$ cat config.mk
export PLATFORM = sky130hd
export DESIGN_NAME = chain_fetch_dma
export DESIGN_NICKNAME = d
export VERILOG_FILES = /design/src/rtl/cff_pkg.sv /design/src/rtl/cff_burst_plan.sv /design/src/rtl/cff_chain_ctrl.sv /design/src/rtl/cff_underrun_guard.sv /design/src/rtl/chain_fetch_dma.sv
export SDC_FILE = /design/constraint.sdc
export NUM_CORES = 1
export LEC_CHECK = 0
export BUFFER_PORTS_ARGS = -buffer_cell sky130_fd_sc_hd__buf_2
export CAP_MARGIN = 10
export CORE_MARGIN = 2
export CORE_UTILIZATION = 44
export DETAILED_ROUTE_END_ITERATION = 10
export PLACE_DENSITY = 0.76
export SETUP_SLACK_MARGIN = 0.05
export SLEW_MARGIN = 20
export SYNTH_ARGS = -nofsm -noshare
export SYNTH_HDL_FRONTEND = slang
export SYNTH_HIERARCHICAL = 1
export SYNTH_SLANG_ARGS = --single-unit
$ cat constraint.sdc
create_clock -name clk -period 8.23 [get_ports clk]
set_input_delay 1.2345 -clock clk [delete_from_list [all_inputs] [get_ports clk]]
set_output_delay 1.2345 -clock clk [all_outputs]
set_load 0.005 [all_outputs]
$ cat src/rtl/cff_pkg.sv
package cff_pkg;
  localparam int DESC_WORDS = 4;
  localparam int PAL_BIT    = 28;
  localparam int MAX_BURST  = 16;

  typedef enum logic [2:0] {
    ST_IDLE,
    ST_DREQ,
    ST_DRCV,
    ST_XREQ,
    ST_XRCV,
    ST_FIN
  } fetch_st_e;

  function automatic int burst_words(input logic [1:0] sel);
    case (sel)
      2'd0:    return 4;
      2'd1:    return 8;
      default: return MAX_BURST;
    endcase
  endfunction
endpackage

$ cat src/rtl/cff_burst_plan.sv
module cff_burst_plan
  import cff_pkg::*;
#(
  parameter int LEN_W  = 24,
  parameter int BL_W   = 5,
  parameter int FREE_W = 6
) (
  input  logic [1:0]        burst_sel,
  input  logic [LEN_W-1:0]  remain,
  input  logic              to_palette,
  input  logic [FREE_W-1:0] fifo_free,
  output logic [BL_W-1:0]   blen,
  output logic              room_ok
);
  logic [BL_W-1:0] bsize;

  always_comb begin
    bsize = BL_W'(burst_words(burst_sel));
    if (remain < LEN_W'(bsize)) begin
      blen = remain[BL_W-1:0];
    end else begin
      blen = bsize;
    end
    room_ok = to_palette || (fifo_free >= FREE_W'(blen));
  end
endmodule

$ cat src/rtl/cff_chain_ctrl.sv
module cff_chain_ctrl
  import cff_pkg::*;
#(
  parameter int AW     = 32,
  parameter int DW     = 32,
  parameter int LEN_W  = 24,
  parameter int BL_W   = 5,
  parameter int FREE_W = 6
) (
  input  logic              clk,
  input  logic              rst_n,
  input  logic              start,
  input  logic [AW-1:0]     start_addr,
  input  logic              stop_req,
  input  logic [1:0]        burst_sel,
  input  logic [FREE_W-1:0] fifo_free,
  output logic              mem_req,
  output logic [AW-1:0]     mem_addr,
  output logic [BL_W-1:0]   mem_len,
  input  logic              mem_ack,
  input  logic              mem_rvalid,
  input  logic [DW-1:0]     mem_rdata,
  output logic              fifo_wr,
  output logic              pal_wr,
  output logic [DW-1:0]     wdata,
  output logic              done_stb,
  output logic [DW-1:0]     done_fid,
  output logic              busy
);
  fetch_st_e         st_q, st_n;
  logic [AW-1:0]     da_q, da_n, sa_q, sa_n, addr_q, addr_n;
  logic [DW-1:0]     fid_q, fid_n, wd_q, wd_n, dfid_q, dfid_n;
  logic [LEN_W-1:0]  rem_q, rem_n;
  logic [BL_W-1:0]   cnt_q, cnt_n, len_q, len_n;
  logic              pal_q, pal_n, req_q, req_n, stop_q, stop_n;
  logic              fw_q, fw_n, pw_q, pw_n, dn_q, dn_n;
  logic [BL_W-1:0]   plan_len;
  logic              plan_room;
  logic              ld_desc, ld_data;

  cff_burst_plan #(.LEN_W(LEN_W), .BL_W(BL_W), .FREE_W(FREE_W)) u_plan (
    .burst_sel (burst_sel),
    .remain    (rem_q),
    .to_palette(pal_q),
    .fifo_free (fifo_free),
    .blen      (plan_len),
    .room_ok   (plan_room)
  );

  // next-state logic
  always_comb begin
    st_n   = st_q;
    da_n   = da_q;
    sa_n   = sa_q;
    addr_n = addr_q;
    fid_n  = fid_q;
    wd_n   = wd_q;
    dfid_n = dfid_q;
    rem_n  = rem_q;
    cnt_n  = cnt_q;
    len_n  = len_q;
    pal_n  = pal_q;
    req_n  = req_q;
    stop_n = stop_q;
    fw_n   = 1'b0;
    pw_n   = 1'b0;
    dn_n   = 1'b0;
    unique case (st_q)
      ST_IDLE: begin
        if (start) begin
          da_n   = start_addr;
          stop_n = 1'b0;
          st_n   = ST_DREQ;
        end
      end
      ST_DREQ: begin
        if (!req_q) begin
          req_n  = 1'b1;
          addr_n = da_q;
          len_n  = BL_W'(DESC_WORDS);
        end else if (mem_ack) begin
          req_n = 1'b0;
          cnt_n = '0;
          st_n  = ST_DRCV;
        end
      end
      ST_DRCV: begin
        if (mem_rvalid) begin
          cnt_n = cnt_q + BL_W'(1);
          case (cnt_q[1:0])
            2'd0: da_n  = mem_rdata[AW-1:0];
            2'd1: sa_n  = mem_rdata[AW-1:0];
            2'd2: fid_n = mem_rdata;
            default: begin
              pal_n = mem_rdata[PAL_BIT];
              rem_n = mem_rdata[LEN_W-1:0];
              st_n  = (mem_rdata[LEN_W-1:0] == '0) ? ST_FIN : ST_XREQ;
            end
          endcase
        end
      end
      ST_XREQ: begin
        if (!req_q) begin
          if (plan_room) begin
            req_n  = 1'b1;
            addr_n = sa_q;
            len_n  = plan_len;
          end
        end else if (mem_ack) begin
          req_n = 1'b0;
          cnt_n = len_q;
          st_n  = ST_XRCV;
        end
      end
      ST_XRCV: begin
        if (mem_rvalid) begin
          wd_n  = mem_rdata;
          pw_n  = pal_q;
          fw_n  = !pal_q;
          sa_n  = sa_q + AW'(4);
          rem_n = rem_q - LEN_W'(1);
          cnt_n = cnt_q - BL_W'(1);
          if (cnt_q == BL_W'(1)) begin
            st_n = (rem_q == LEN_W'(1)) ? ST_FIN : ST_XREQ;
          end
        end
      end
      ST_FIN: begin
        dn_n   = 1'b1;
        dfid_n = fid_q;
        st_n   = (stop_q || stop_req) ? ST_IDLE : ST_DREQ;
      end
      default: st_n = ST_IDLE;
    endcase
    if (stop_req) begin
      stop_n = 1'b1;
    end
  end

  assign ld_desc = (st_q == ST_DRCV) || (st_q == ST_IDLE) || (st_q == ST_FIN);
  assign ld_data = (st_q == ST_XRCV) || (st_q == ST_DRCV);

  // control registers
  always_ff @(posedge clk or negedge rst_n) begin
    if (!rst_n) begin
      st_q   <= ST_IDLE;
      req_q  <= 1'b0;
      stop_q <= 1'b0;
      fw_q   <= 1'b0;
      pw_q   <= 1'b0;
      dn_q   <= 1'b0;
      cnt_q  <= '0;
      addr_q <= '0;
      len_q  <= '0;
    end else begin
      st_q   <= st_n;
      req_q  <= req_n;
      stop_q <= stop_n;
      fw_q   <= fw_n;
      pw_q   <= pw_n;
      dn_q   <= dn_n;
      cnt_q  <= cnt_n;
      addr_q <= addr_n;
      len_q  <= len_n;
    end
  end

  // descriptor and data registers with explicit load enables
  always_ff @(posedge clk or negedge rst_n) begin
    if (!rst_n) begin
      da_q   <= '0;
      sa_q   <= '0;
      fid_q  <= '0;
      pal_q  <= 1'b0;
      rem_q  <= '0;
      wd_q   <= '0;
      dfid_q <= '0;
    end else begin
      if (ld_desc) begin
        da_q   <= da_n;
        fid_q  <= fid_n;
        dfid_q <= dfid_n;
      end
      if (ld_data) begin
        sa_q  <= sa_n;
        pal_q <= pal_n;
        rem_q <= rem_n;
        wd_q  <= wd_n;
      end
    end
  end

  assign mem_req  = req_q;
  assign mem_addr = addr_q;
  assign mem_len  = len_q;
  assign fifo_wr  = fw_q;
  assign pal_wr   = pw_q;
  assign wdata    = wd_q;
  assign done_stb = dn_q;
  assign done_fid = dfid_q;
  assign busy     = (st_q != ST_IDLE);

  AST_REQ_HOLD: assert property (@(posedge clk) disable iff (!rst_n)
    mem_req && !mem_ack |=> mem_req && $stable(mem_addr) && $stable(mem_len));
  AST_LEN_RANGE: assert property (@(posedge clk) disable iff (!rst_n)
    mem_req |-> (mem_len != '0) && (mem_len <= BL_W'(MAX_BURST)));
  AST_ONE_PORT: assert property (@(posedge clk) disable iff (!rst_n)
    !(fifo_wr && pal_wr));
  AST_DONE_PULSE: assert property (@(posedge clk) disable iff (!rst_n)
    done_stb |=> !done_stb);
  AST_FIFO_ROOM: assert property (@(posedge clk) disable iff (!rst_n)
    $rose(mem_req) && (st_q == ST_XREQ) && !pal_q |-> $past(fifo_free) >= FREE_W'(mem_len));
  AST_IDLE_QUIET: assert property (@(posedge clk) disable iff (!rst_n)
    !busy |-> !mem_req && !fifo_wr && !pal_wr);
endmodule

$ cat src/rtl/cff_underrun_guard.sv
module cff_underrun_guard #(
  parameter int DW = 32
) (
  input  logic          clk,
  input  logic          rst_n,
  input  logic          clr,
  input  logic          hold_en,
  input  logic          pix_rd,
  input  logic          fifo_empty,
  input  logic [DW-1:0] fifo_rdata,
  output logic          fifo_rd,
  output logic [DW-1:0] pix_out,
  output logic          underrun_flag
);
  logic [DW-1:0] pix_q, pix_n;
  logic          flag_q, flag_n;
  logic          pix_en;

  always_comb begin
    pix_n  = pix_q;
    flag_n = flag_q;
    if (clr) begin
      flag_n = 1'b0;
    end
    if (pix_rd) begin
      if (!fifo_empty) begin
        pix_n = fifo_rdata;
      end else begin
        flag_n = 1'b1;
        if (!hold_en) begin
          pix_n = '0;
        end
      end
    end
  end

  assign pix_en = pix_rd;

  always_ff @(posedge clk or negedge rst_n) begin
    if (!rst_n) begin
      pix_q  <= '0;
      flag_q <= 1'b0;
    end else begin
      if (pix_en) begin
        pix_q <= pix_n;
      end
      flag_q <= flag_n;
    end
  end

  assign fifo_rd       = pix_rd && !fifo_empty;
  assign pix_out       = pix_q;
  assign underrun_flag = flag_q;

  AST_POP_LOAD: assert property (@(posedge clk) disable iff (!rst_n)
    pix_rd && !fifo_empty |=> pix_out == $past(fifo_rdata));
  AST_HOLD_PIX: assert property (@(posedge clk) disable iff (!rst_n)
    pix_rd && fifo_empty && hold_en |=> $stable(pix_out));
  AST_ZERO_FILL: assert property (@(posedge clk) disable iff (!rst_n)
    pix_rd && fifo_empty && !hold_en |=> pix_out == '0);
  AST_STICKY: assert property (@(posedge clk) disable iff (!rst_n)
    underrun_flag && !clr |=> underrun_flag);
endmodule

$ cat src/rtl/chain_fetch_dma.sv
module chain_fetch_dma
  import cff_pkg::*;
#(
  parameter int AW     = 32,
  parameter int DW     = 32,
  parameter int LEN_W  = 24,
  parameter int FREE_W = 6
) (
  input  logic              clk,
  input  logic              rst_n,
  input  logic              start,
  input  logic [AW-1:0]     start_addr,
  input  logic              stop_req,
  input  logic [1:0]        burst_sel,
  input  logic              underrun_en,
  output logic              busy,
  output logic              mem_req,
  output logic [AW-1:0]     mem_addr,
  output logic [4:0]        mem_len,
  input  logic              mem_ack,
  input  logic              mem_rvalid,
  input  logic [DW-1:0]     mem_rdata,
  input  logic [FREE_W-1:0] fifo_free,
  output logic              fifo_wr,
  output logic [DW-1:0]     fifo_wdata,
  output logic              pal_wr,
  output logic [DW-1:0]     pal_wdata,
  output logic              done_stb,
  output logic [DW-1:0]     done_fid,
  input  logic              pix_rd,
  input  logic              fifo_empty,
  input  logic [DW-1:0]     fifo_rdata,
  output logic              fifo_rd,
  output logic [DW-1:0]     pix_out,
  output logic              underrun_flag
);
  localparam int BL_W     = $clog2(MAX_BURST) + 1;
  localparam int RST_SYNC = 2;

  logic [RST_SYNC-1:0] rst_pipe;
  logic                rst_int_n;
  logic [DW-1:0]       wdata;

  always_ff @(posedge clk or negedge rst_n) begin
    if (!rst_n) begin
      rst_pipe <= '0;
    end else begin
      rst_pipe <= {rst_pipe[RST_SYNC-2:0], 1'b1};
    end
  end
  assign rst_int_n = rst_pipe[RST_SYNC-1];

  cff_chain_ctrl #(
    .AW(AW), .DW(DW), .LEN_W(LEN_W), .BL_W(BL_W), .FREE_W(FREE_W)
  ) u_ctrl (
    .clk       (clk),
    .rst_n     (rst_int_n),
    .start     (start),
    .start_addr(start_addr),
    .stop_req  (stop_req),
    .burst_sel (burst_sel),
    .fifo_free (fifo_free),
    .mem_req   (mem_req),
    .mem_addr  (mem_addr),
    .mem_len   (mem_len),
    .mem_ack   (mem_ack),
    .mem_rvalid(mem_rvalid),
    .mem_rdata (mem_rdata),
    .fifo_wr   (fifo_wr),
    .pal_wr    (pal_wr),
    .wdata     (wdata),
    .done_stb  (done_stb),
    .done_fid  (done_fid),
    .busy      (busy)
  );

  assign fifo_wdata = wdata;
  assign pal_wdata  = wdata;

  cff_underrun_guard #(.DW(DW)) u_guard (
    .clk          (clk),
    .rst_n        (rst_int_n),
    .clr          (start),
    .hold_en      (underrun_en),
    .pix_rd       (pix_rd),
    .fifo_empty   (fifo_empty),
    .fifo_rdata   (fifo_rdata),
    .fifo_rd      (fifo_rd),
    .pix_out      (pix_out),
    .underrun_flag(underrun_flag)
  );
endmodule

==> metrics.md, run 1 <==
| Metric | Value |
|---|---|
| Outcome | `completed` |
| Nets | `between 1,500 and 2,000` |
| IO Count | `~290` |
| Post-Syn Nets | `1,392` |
| LEAKAGE | `about 7.5 nW` |
| Fin Setup TNS | `0 ns` |
| Unrepaired setup endpoints after global routing | `false` |
| DP Area | `roughly 15,000 sq um` |
| GR Overflow Total | `0` |
| Post-route minimum period | `4.584 ns` |
| Hpwl dp | `24.97 mm` |
| Synth cell types | `77` |
| Post_cts resized | `0` |
| Peak supply drop | `0.1707 mV` |
| Startpoint Class | `input port` |
| Clock Tree Buf Depth | `3` |
| Mapped cell area | `between 10,000 and 15,000 sq um` |
| CTS tree | `built` |
| Fin area | `roughly 16,000 sq um` |
| Largest net degree at the start of global routing | `between 70 and 80` |
| Final Slew Violations | `0` |
| CP required | `8.71 ns` |
| Post-synth EDFFs | `0` |
| Root Driver | `clkbuf_16` |
| Initial antenna violation count | `1` |
| # diodes | `0` |
| Vias in the first global route | `between 10,000 and 15,000` |
| Fill cells | `roughly 2,600` |
| Max Clk Rate | `approximately 220 MHz` |
| Arr. time, crit path | `roughly 5 ns` |
| Final setup viols | `0` |
| Full die area | `31,200 sq um` |
| Port bufs | `around 280` |
| DR pass1 iterations | `5` |
| First-pass GRT wire length | `~57 mm` |
| Detailed Route WL | `about 36 mm` |
| Drt wl/cell | `around 19 um` |
| Switching part of the total | `37.11%` |
| H-tree levels | `1` |
| Std cell rows | `63` |
| Syn_area_per_cell | `10.37 sq um` |
| Top_reg_cell synth | `dfrtp_1` |
| Yosys top cell area share | `51.53%` |
| Worst-path clk slew | `about 0.060 ns` |
| Die height | `roughly 180 um` |
| Top post-synthesis cells by area | `dfrtp_1 (52%), mux2_2 (8.3%), nor2_1 (3.6%)` |
| Clock Latency Late Sink | `around 0.56 ns` |
| Post-synthesis async set-or-reset flop share | `100.0%` |
| Clock power share | `between 20% and 30%` |
| Worst slew pin tran | `between 1 and 1.5 ns` |
| CP Class | `in2reg` |
| Area delta synth->final | `19.03%` |
| Area leader, netlist | `dfrtp_1` |
| Reg power frac | `between 40% and 50%` |
| Total setup buffers inserted after CTS | `0` |
| Layout Skew | `between 0.01 and 0.015 ns` |
| Logic pwr share | `roughly a third` |
| Core area | `29,480 sq um` |
| Crit path capture type | `flip-flop` |
| Max-Cap Viols | `0` |
| Yosys reg bits | `270` |
| GRT Total Usage | `about 23%` |
| Internal Pwr Total | `0.003362 W` |
| Critical Path Fanout Max | `64` |
| Worst Hold Class | `reg2reg` |
| NetSw | `0.001984 W` |
| Post-synthesis sequential area ratio | `51.53%` |
| Period utilization | `55.70%` |
| R2R Setup Slk | `4.22 ns` |
| Worst slew margin | `around 30%` |
| Hold_buf cts | `0` |
| Residual DRC | `0` |
| Share of cells above drive strength 1 | `between 30% and 40%` |
| Die Width | `about 180 um` |
| Iter 0 DRT Violations | `a little over 1,000` |
| Vias after detailed routing | `about 11,000` |
| Syn Inst Count | `1,265` |
| CTS buffer count | `29` |
| Final Hold Fails | `0` |
| Antenna-violating nets left | `0` |
| Warnings, synthesis | `6` |
| PD cells | `around 340 nW/um^2` |
| CTS sink count | `270` |
| Via/cell ratio | `between 5 and 6` |
| Initial Util | `between 40% and 50%` |
| Routability-driven placement congestion ratio | `roughly 0.86` |
path summary, 6_finish.rpt:
| kind | from | end | depth (start not counted) |
|---|---|---|---|
| setup reg to reg | u_ctrl/rem_q[3] | u_ctrl/mem_addr[19] | 15 |
| hold reg to reg | rst_pipe[0] | rst_pipe[1] | 0 |
| setup / recovery | burst_sel[1] | u_ctrl/mem_addr[19] | 18 |
| max in group asynchronous | rst_pipe[1] | u_ctrl/wdata[19] | 1 |
| hold / removal | rst_pipe[0] | rst_pipe[1] | 0 |
| min in group asynchronous | rst_pipe[1] | u_ctrl/fid_q[21] | 0 |
flip-flops by register name, summed over array words and instances, names as in the netlist:
| name | flops |
|---|---|
| u_ctrl/sa_q | 32 |
| u_ctrl/da_q | 32 |
| u_ctrl/mem_req | 1 |
| u_ctrl/pal_wr | 1 |
| u_ctrl/pal_q | 1 |
| u_ctrl/mem_addr | 32 |
| u_ctrl/st_q | 3 |
| u_ctrl/mem_len | 5 |
| u_ctrl/cnt_q | 5 |
| u_ctrl/wdata | 32 |
| u_ctrl/stop_q | 1 |
| u_guard/underrun_flag | 1 |
| u_ctrl/fid_q | 32 |
| rst_pipe | 2 |
| u_ctrl/rem_q | 24 |
| u_guard/pix_out | 32 |
| u_ctrl/done_fid | 32 |
| u_ctrl/fifo_wr | 1 |
| u_ctrl/done_stb | 1 |
stage by stage:
stage          hold slack, ns  setup WS, ns  total power, W  std cells  util, %
3_3_place_gp           0.3365         3.337        0.003852       1834    49.21
6_report               0.3576         3.646        0.005346       1889    52.94
3_5_place_dp           0.3386         3.139        0.003936       1834    49.24
4_1_cts                0.3592         3.666        0.005347       1887    52.75
5_1_grt                0.3616         3.329        0.005686       1889    52.94
2_1_floorplan          0.3312        0.1483        0.003361       1265        -
area by class of cell:
class | instances | area, sq um | area share [%]
Sequential cell | 270 | 6760 | 43.31
Multi-Input combinational cell | 853 | 5649 | 36.20
Timing Repair Buffer | 302 | 1597 | 10.23
Clock buffer | 39 | 853.3 | 5.467
Tap cell | 390 | 488.0 | 3.126
Clock inverter | 14 | 181.4 | 1.162
Inverter | 21 | 78.83 | 0.5050
critical path, stage by stage:
cell and delay, ns:
buf_2 0.13, and2b_2 0.23, inv_1 0.04, ha_1 0.26
nor2_1 0.04, nor4b_1 0.43, nor3_4 0.16, and2_2 0.24
ha_1 0.26, nand2b_1 0.10, a21o_1 0.12, a21oi_1 0.06
o21ai_0 0.19, nor2b_1 0.08, nor3_2 0.53, buf_4 0.60
nor2_1 0.10, a31oi_1 0.18
cells in the final DEF, fill, tap and decap left out, drive strengths merged, types with 5 or more instances in the layout:
master   instances
nand3           35
o21ai           55
o22ai            7
nor4            22
and3            11
nand2          115
nor3            22
nand2b           6
dfrtp          270
or4              7
inv             22
and2            10
ha              14
mux2           101
or3             11
a2bb2oi          7
o211ai           6
nor2           125
a21oi           82
a31oi           45
nand4           15
nor2b            6
a32oi            5
a22o            35
mux2i           40
clkbuf          39
clkinv           6
buf            302
o22a            13
per-layer routing:
layer  vias up  global-route usage (%)  part of all wire [%]
li1       4948                       -                     -
met1      5330                   31.17                    41
met2       541                   36.78                    47
met3        54                   5.713                   9.9
met4         0                   5.406                   1.9
met5         -                       0                     0
synthesized netlist by cell type, types with 5 or more instances:
cell type / number
buf_6: 6
o22a_1: 13
ha_1: 14
o21ai_0: 54
or3_1: 9
buf_2: 9
o211ai_1: 6
nand2b_1: 6
buf_1: 10
buf_4: 34
nand4_1: 15
nor4_1: 21
clkbuf_8: 5
a2bb2oi_1: 7
clkbuf_1: 54
mux2_2: 97
or4_1: 5
o22ai_1: 7
a31oi_1: 45
nor2b_1: 6
nand3_1: 35
a22o_1: 35
inv_1: 21
nand2_1: 115
and3_1: 11
nor2_1: 125
mux2i_1: 40
nor3_1: 20
a32oi_1: 5
and2_1: 8
dfrtp_1: 270
a21oi_1: 81
cell families (layout without fill, tap and decap cells):
| logic type | count (synthesis) | count (layout) | synth area share, % |
|---|---|---|---|
| multiplexers | 141 | 141 | 11.73 |
| flip-flops | 270 | 270 | 51.53 |
| buffers and inverters | 142 | 376 | 5.897 |
| adder cells (fa/ha/maj) | 14 | 14 | 1.336 |
| other | 1 | 1 | 0.02860 |
| AO/OA/AOI/OAI | 291 | 291 | 14.44 |
| AND/OR/NAND/NOR | 401 | 401 | 14.71 |
| XOR/XNOR | 5 | 5 | 0.3340 |
power groups by stage:
stage,sequential [W],clock [W],combinational (W)
after detailed placement,0.00221,0,0.00173
after floorplan,0.00208,0,0.00128
after CTS,0.00220,0.00141,0.00174
after global routing,0.00227,0.00147,0.00194
after global placement,0.00219,0,0.00167
final,0.00221,0.00139,0.00175
Note: power is estimated with default switching activity, not from simulation.
==> run 2, diff against run 1 <==
- clock period: 8.23 -> 3.8 ns (I/O delays scaled with it)
==> run 2 against run 1 <==
Compared with the run above: via count grew 0.40%; wire length rose by 1.0%; power rose by 120%; critical endpoint is now u_ctrl/mem_addr[20]; non-clock buffer count increased by 7; sequential share of layout area decreased by 0.42 points.
==> metrics.md, run 2 (synthesized netlist as in run 1, its figures left out) <==
| Metric | Value |
|---|---|
| Outcome | `completed` |
| Internal Pwr Total | `0.007390 W (+120%)` |
| Vias after detailed routing | `10,920 (+0.40%)` |
| Clock Tree Buf Depth | `3 (unchanged)` |
| Initial antenna violation count | `1 (unchanged)` |
| Hold Path End | `u_ctrl/stop_q` |
| Worst slew margin | `33.67% (+4.0 points)` |
| Clock power share | `27.0% (+1.0 points)` |
| Vias in the first global route | `10,340 (+0.26%)` |
| CP Class | `reg2reg` |
| Period utilization | `between 80% and 90%` |
| Via/cell ratio | `5.746 (-0.18%)` |
| R2R cell count | `15 (unchanged)` |
| Post-route minimum period | `approximately 3.4 ns` |
| Arr. time, crit path | `3.83 ns (-1.23 ns)` |
| Nets | `1,612 (+0.50%)` |
| CTS buffer count | `30 (+3.4%)` |
| Worst Hold Class | `in2reg` |
| Startpoint Class | `flip-flop` |
| CTS sink count | `270 (unchanged)` |
| Antenna-violating nets left | `0 (unchanged)` |
| Clock Latency Late Sink | `0.57 ns (about the same)` |
| Most frequent cells in the layout | `buf_2 (284), dfrtp_1 (269), nor2_1 (123)` |
| R2R Path End | `u_ctrl/mem_addr[20]` |
| Storage cell area | `6760 sq um (unchanged)` |
| R2R Setup Slk | `0.45 ns (-3.77 ns)` |
| Largest net degree at the start of global routing | `75 (-2.6%)` |
| Iter 0 DRT Violations | `1,072 (+4.8%)` |
| Crit path capture type | `flip-flop` |
| Post-route core utilization | `53.46% (+0.52 points)` |
| Hold slack | `0.1994 ns (-0.1583 ns)` |
| GRT Total Usage | `23.04% (+0.19 points)` |
| Area delta synth->final | `20.20%` |
| Full die area | `31,200 sq um (unchanged)` |
| Unrepaired setup endpoints after global routing | `false` |
| Reg power frac | `40.6% (-0.7 points)` |
| Critical Path Fanout Max | `66 (+3.1%)` |
| Initial Util | `44.48% (unchanged)` |
| CP required | `4.28 ns (-4.43 ns)` |
| Fin area | `15,760 sq um (+0.99%)` |
| Layout Skew | `0.01132 ns (-0.003085 ns)` |
| DP Area | `14,620 sq um (+0.73%)` |
| Switching part of the total | `36.98% (-0.13 points)` |
| Final std cells w/o fill | `1,900 (+0.58%)` |
| Final Slew Violations | `0 (unchanged)` |
| Worst-path clk slew | `0.07 ns (about the same)` |
| Detailed Route WL | `36.82 mm (+1.0%)` |
| Port bufs | `284 (unchanged)` |
| First-pass GRT wire length | `57.28 mm (+0.62%)` |
| Die height | `176.6 um (unchanged)` |
| Share of cells above drive strength 1 | `32.27% (+0.39 points)` |
| Max-Cap Viols | `0 (unchanged)` |
| Fill cells | `2,587 (+0.98%)` |
| Final Hold Fails | `0 (unchanged)` |
| Drt wl/cell | `19.38 um (+0.46%)` |
| Worst flop-to-flop path startpoint | `u_ctrl/rem_q[3]` |
| Root Driver | `clkbuf_16` |
| Routability-driven placement congestion ratio | `0.8859 (+2.7%)` |
| Worst slew pin tran | `0.9949 ns (-0.04985 ns)` |
| NetSw | `0.004336 W (+120%)` |
| Commonest non-fill, non-tap cell in the layout | `buf_2` |
| Hpwl dp | `25.38 mm (+1.6%)` |
| IO Count | `285 (unchanged)` |
| Logic pwr share | `32.4% (-0.3 points)` |
| DR pass1 iterations | `6 (+1)` |
| Core area | `29,480 sq um (unchanged)` |
| PD cells | `744.0 nW/um^2 (+120%)` |
| Max Clk Rate | `between 200 and 300 MHz` |
| Placed insts | `1,841 (+0.38%)` |
| Die Width | `176.6 um (unchanged)` |
| GR Overflow Total | `0 (unchanged)` |
| H-tree levels | `1 (unchanged)` |
| CTS tree | `built` |
| Final setup viols | `0 (unchanged)` |
| Hold Path Origin | `stop_req` |
| LEAKAGE | `7.578 nW (+0.61%)` |
| Multi-input combinational cell area | `5640 sq um (-0.16%)` |
| Residual DRC | `0 (unchanged)` |
| Peak supply drop | `0.4017 mV (+140%)` |
| Hold path cells | `2 (+2)` |
| Std cell rows | `63 (unchanged)` |
==> run 2: cell types whose count changed in the layout (fill, tap and decap cells not counted), moves of 2 or more <==
cell | before | now
buf_12 | 0 | 5
clkbuf_8 | 9 | 6
clkinv_2 | 6 | 3
clkinvlp_4 | 3 | 7
buf_4 | 16 | 18
clkinv_4 | 0 | 2
==> run 2: worst max-delay path, cell delays in order (launching register included) <==
cell and delay [ns]:
dfrtp_1 0.45, ha_1 0.30, nor2_1 0.04, nor4b_1 0.45
nor3_4 0.14, and2_2 0.24, ha_1 0.26, nand2b_1 0.09
a21o_1 0.10, a21oi_1 0.06, o21ai_0 0.20, nor2b_1 0.08
nor3_2 0.26, buf_12 0.28, nor2_1 0.09, a31oi_1 0.17
==> run 2: worst max-delay path by stage <==
stage | startpoint | endpoint | slack, ns
finish | u_ctrl/rem_q[3] | u_ctrl/mem_addr[20] | 0.45
global placement | burst_sel[1] | u_ctrl/mem_addr[11] | 0.16
detailed placement | burst_sel[1] | u_ctrl/mem_addr[14] | -0.02
CTS | u_ctrl/rem_q[3] | u_ctrl/mem_addr[20] | 0.47
global route | u_ctrl/rem_q[3] | u_ctrl/mem_addr[14] | 0.13
floorplan | burst_sel[1] | u_ctrl/mem_addr[11] | 0.14
==> run 2: routing by layer <==
layer	vias to the layer above	wire length (um)	share of wire [%]	global-route usage [%]
li1	4981	-	-	-
met1	5382	15420	42	31.48
met2	493	17470	47	37.30
met3	61	3163	8.6	5.219
met4	0	763	2.1	5.751
met5	-	0	0	0
==> run 2: final cells by class <==
| cell class | instances | area share (%) |
|---|---|---|
| sequential | 270 | 42.89 |
| multi-input combinational | 853 | 35.79 |
| timing repair buffer | 309 | 10.75 |
| clock buffer | 37 | 5.311 |
| tap | 390 | 3.096 |
| clock inverter | 19 | 1.651 |
| inverter | 21 | 0.5001 |
| antenna | 1 | 0.01588 |
==> run 2: power by group through the flow <==
stage                     clock [W]  combinational (W)  sequential, W
after floorplan                   0            0.00278        0.00450
after global placement            0            0.00362        0.00472
after global routing        0.00335            0.00423        0.00490
final                       0.00316            0.00380        0.00476
after CTS                   0.00321            0.00378        0.00473
after detailed placement          0            0.00375        0.00477
==> run 2: timing repair <==
action	4_1_cts	5_1_grt
buffers inserted	0	0
endpoints found under the hold margin	2	0
resized for setup	0	0
hold buffers	1	0
==> run 2: metrics by stage <==
stage	power [W]	setup WS, ns	TNS, ns
global placement	0.008340	0.1578	0
detailed placement	0.008520	-0.01962	-0.05148
finish	0.01173	0.4481	0
floorplan	0.007276	0.1438	0
global route	0.01247	0.1269	0
CTS	0.01173	0.4691	0
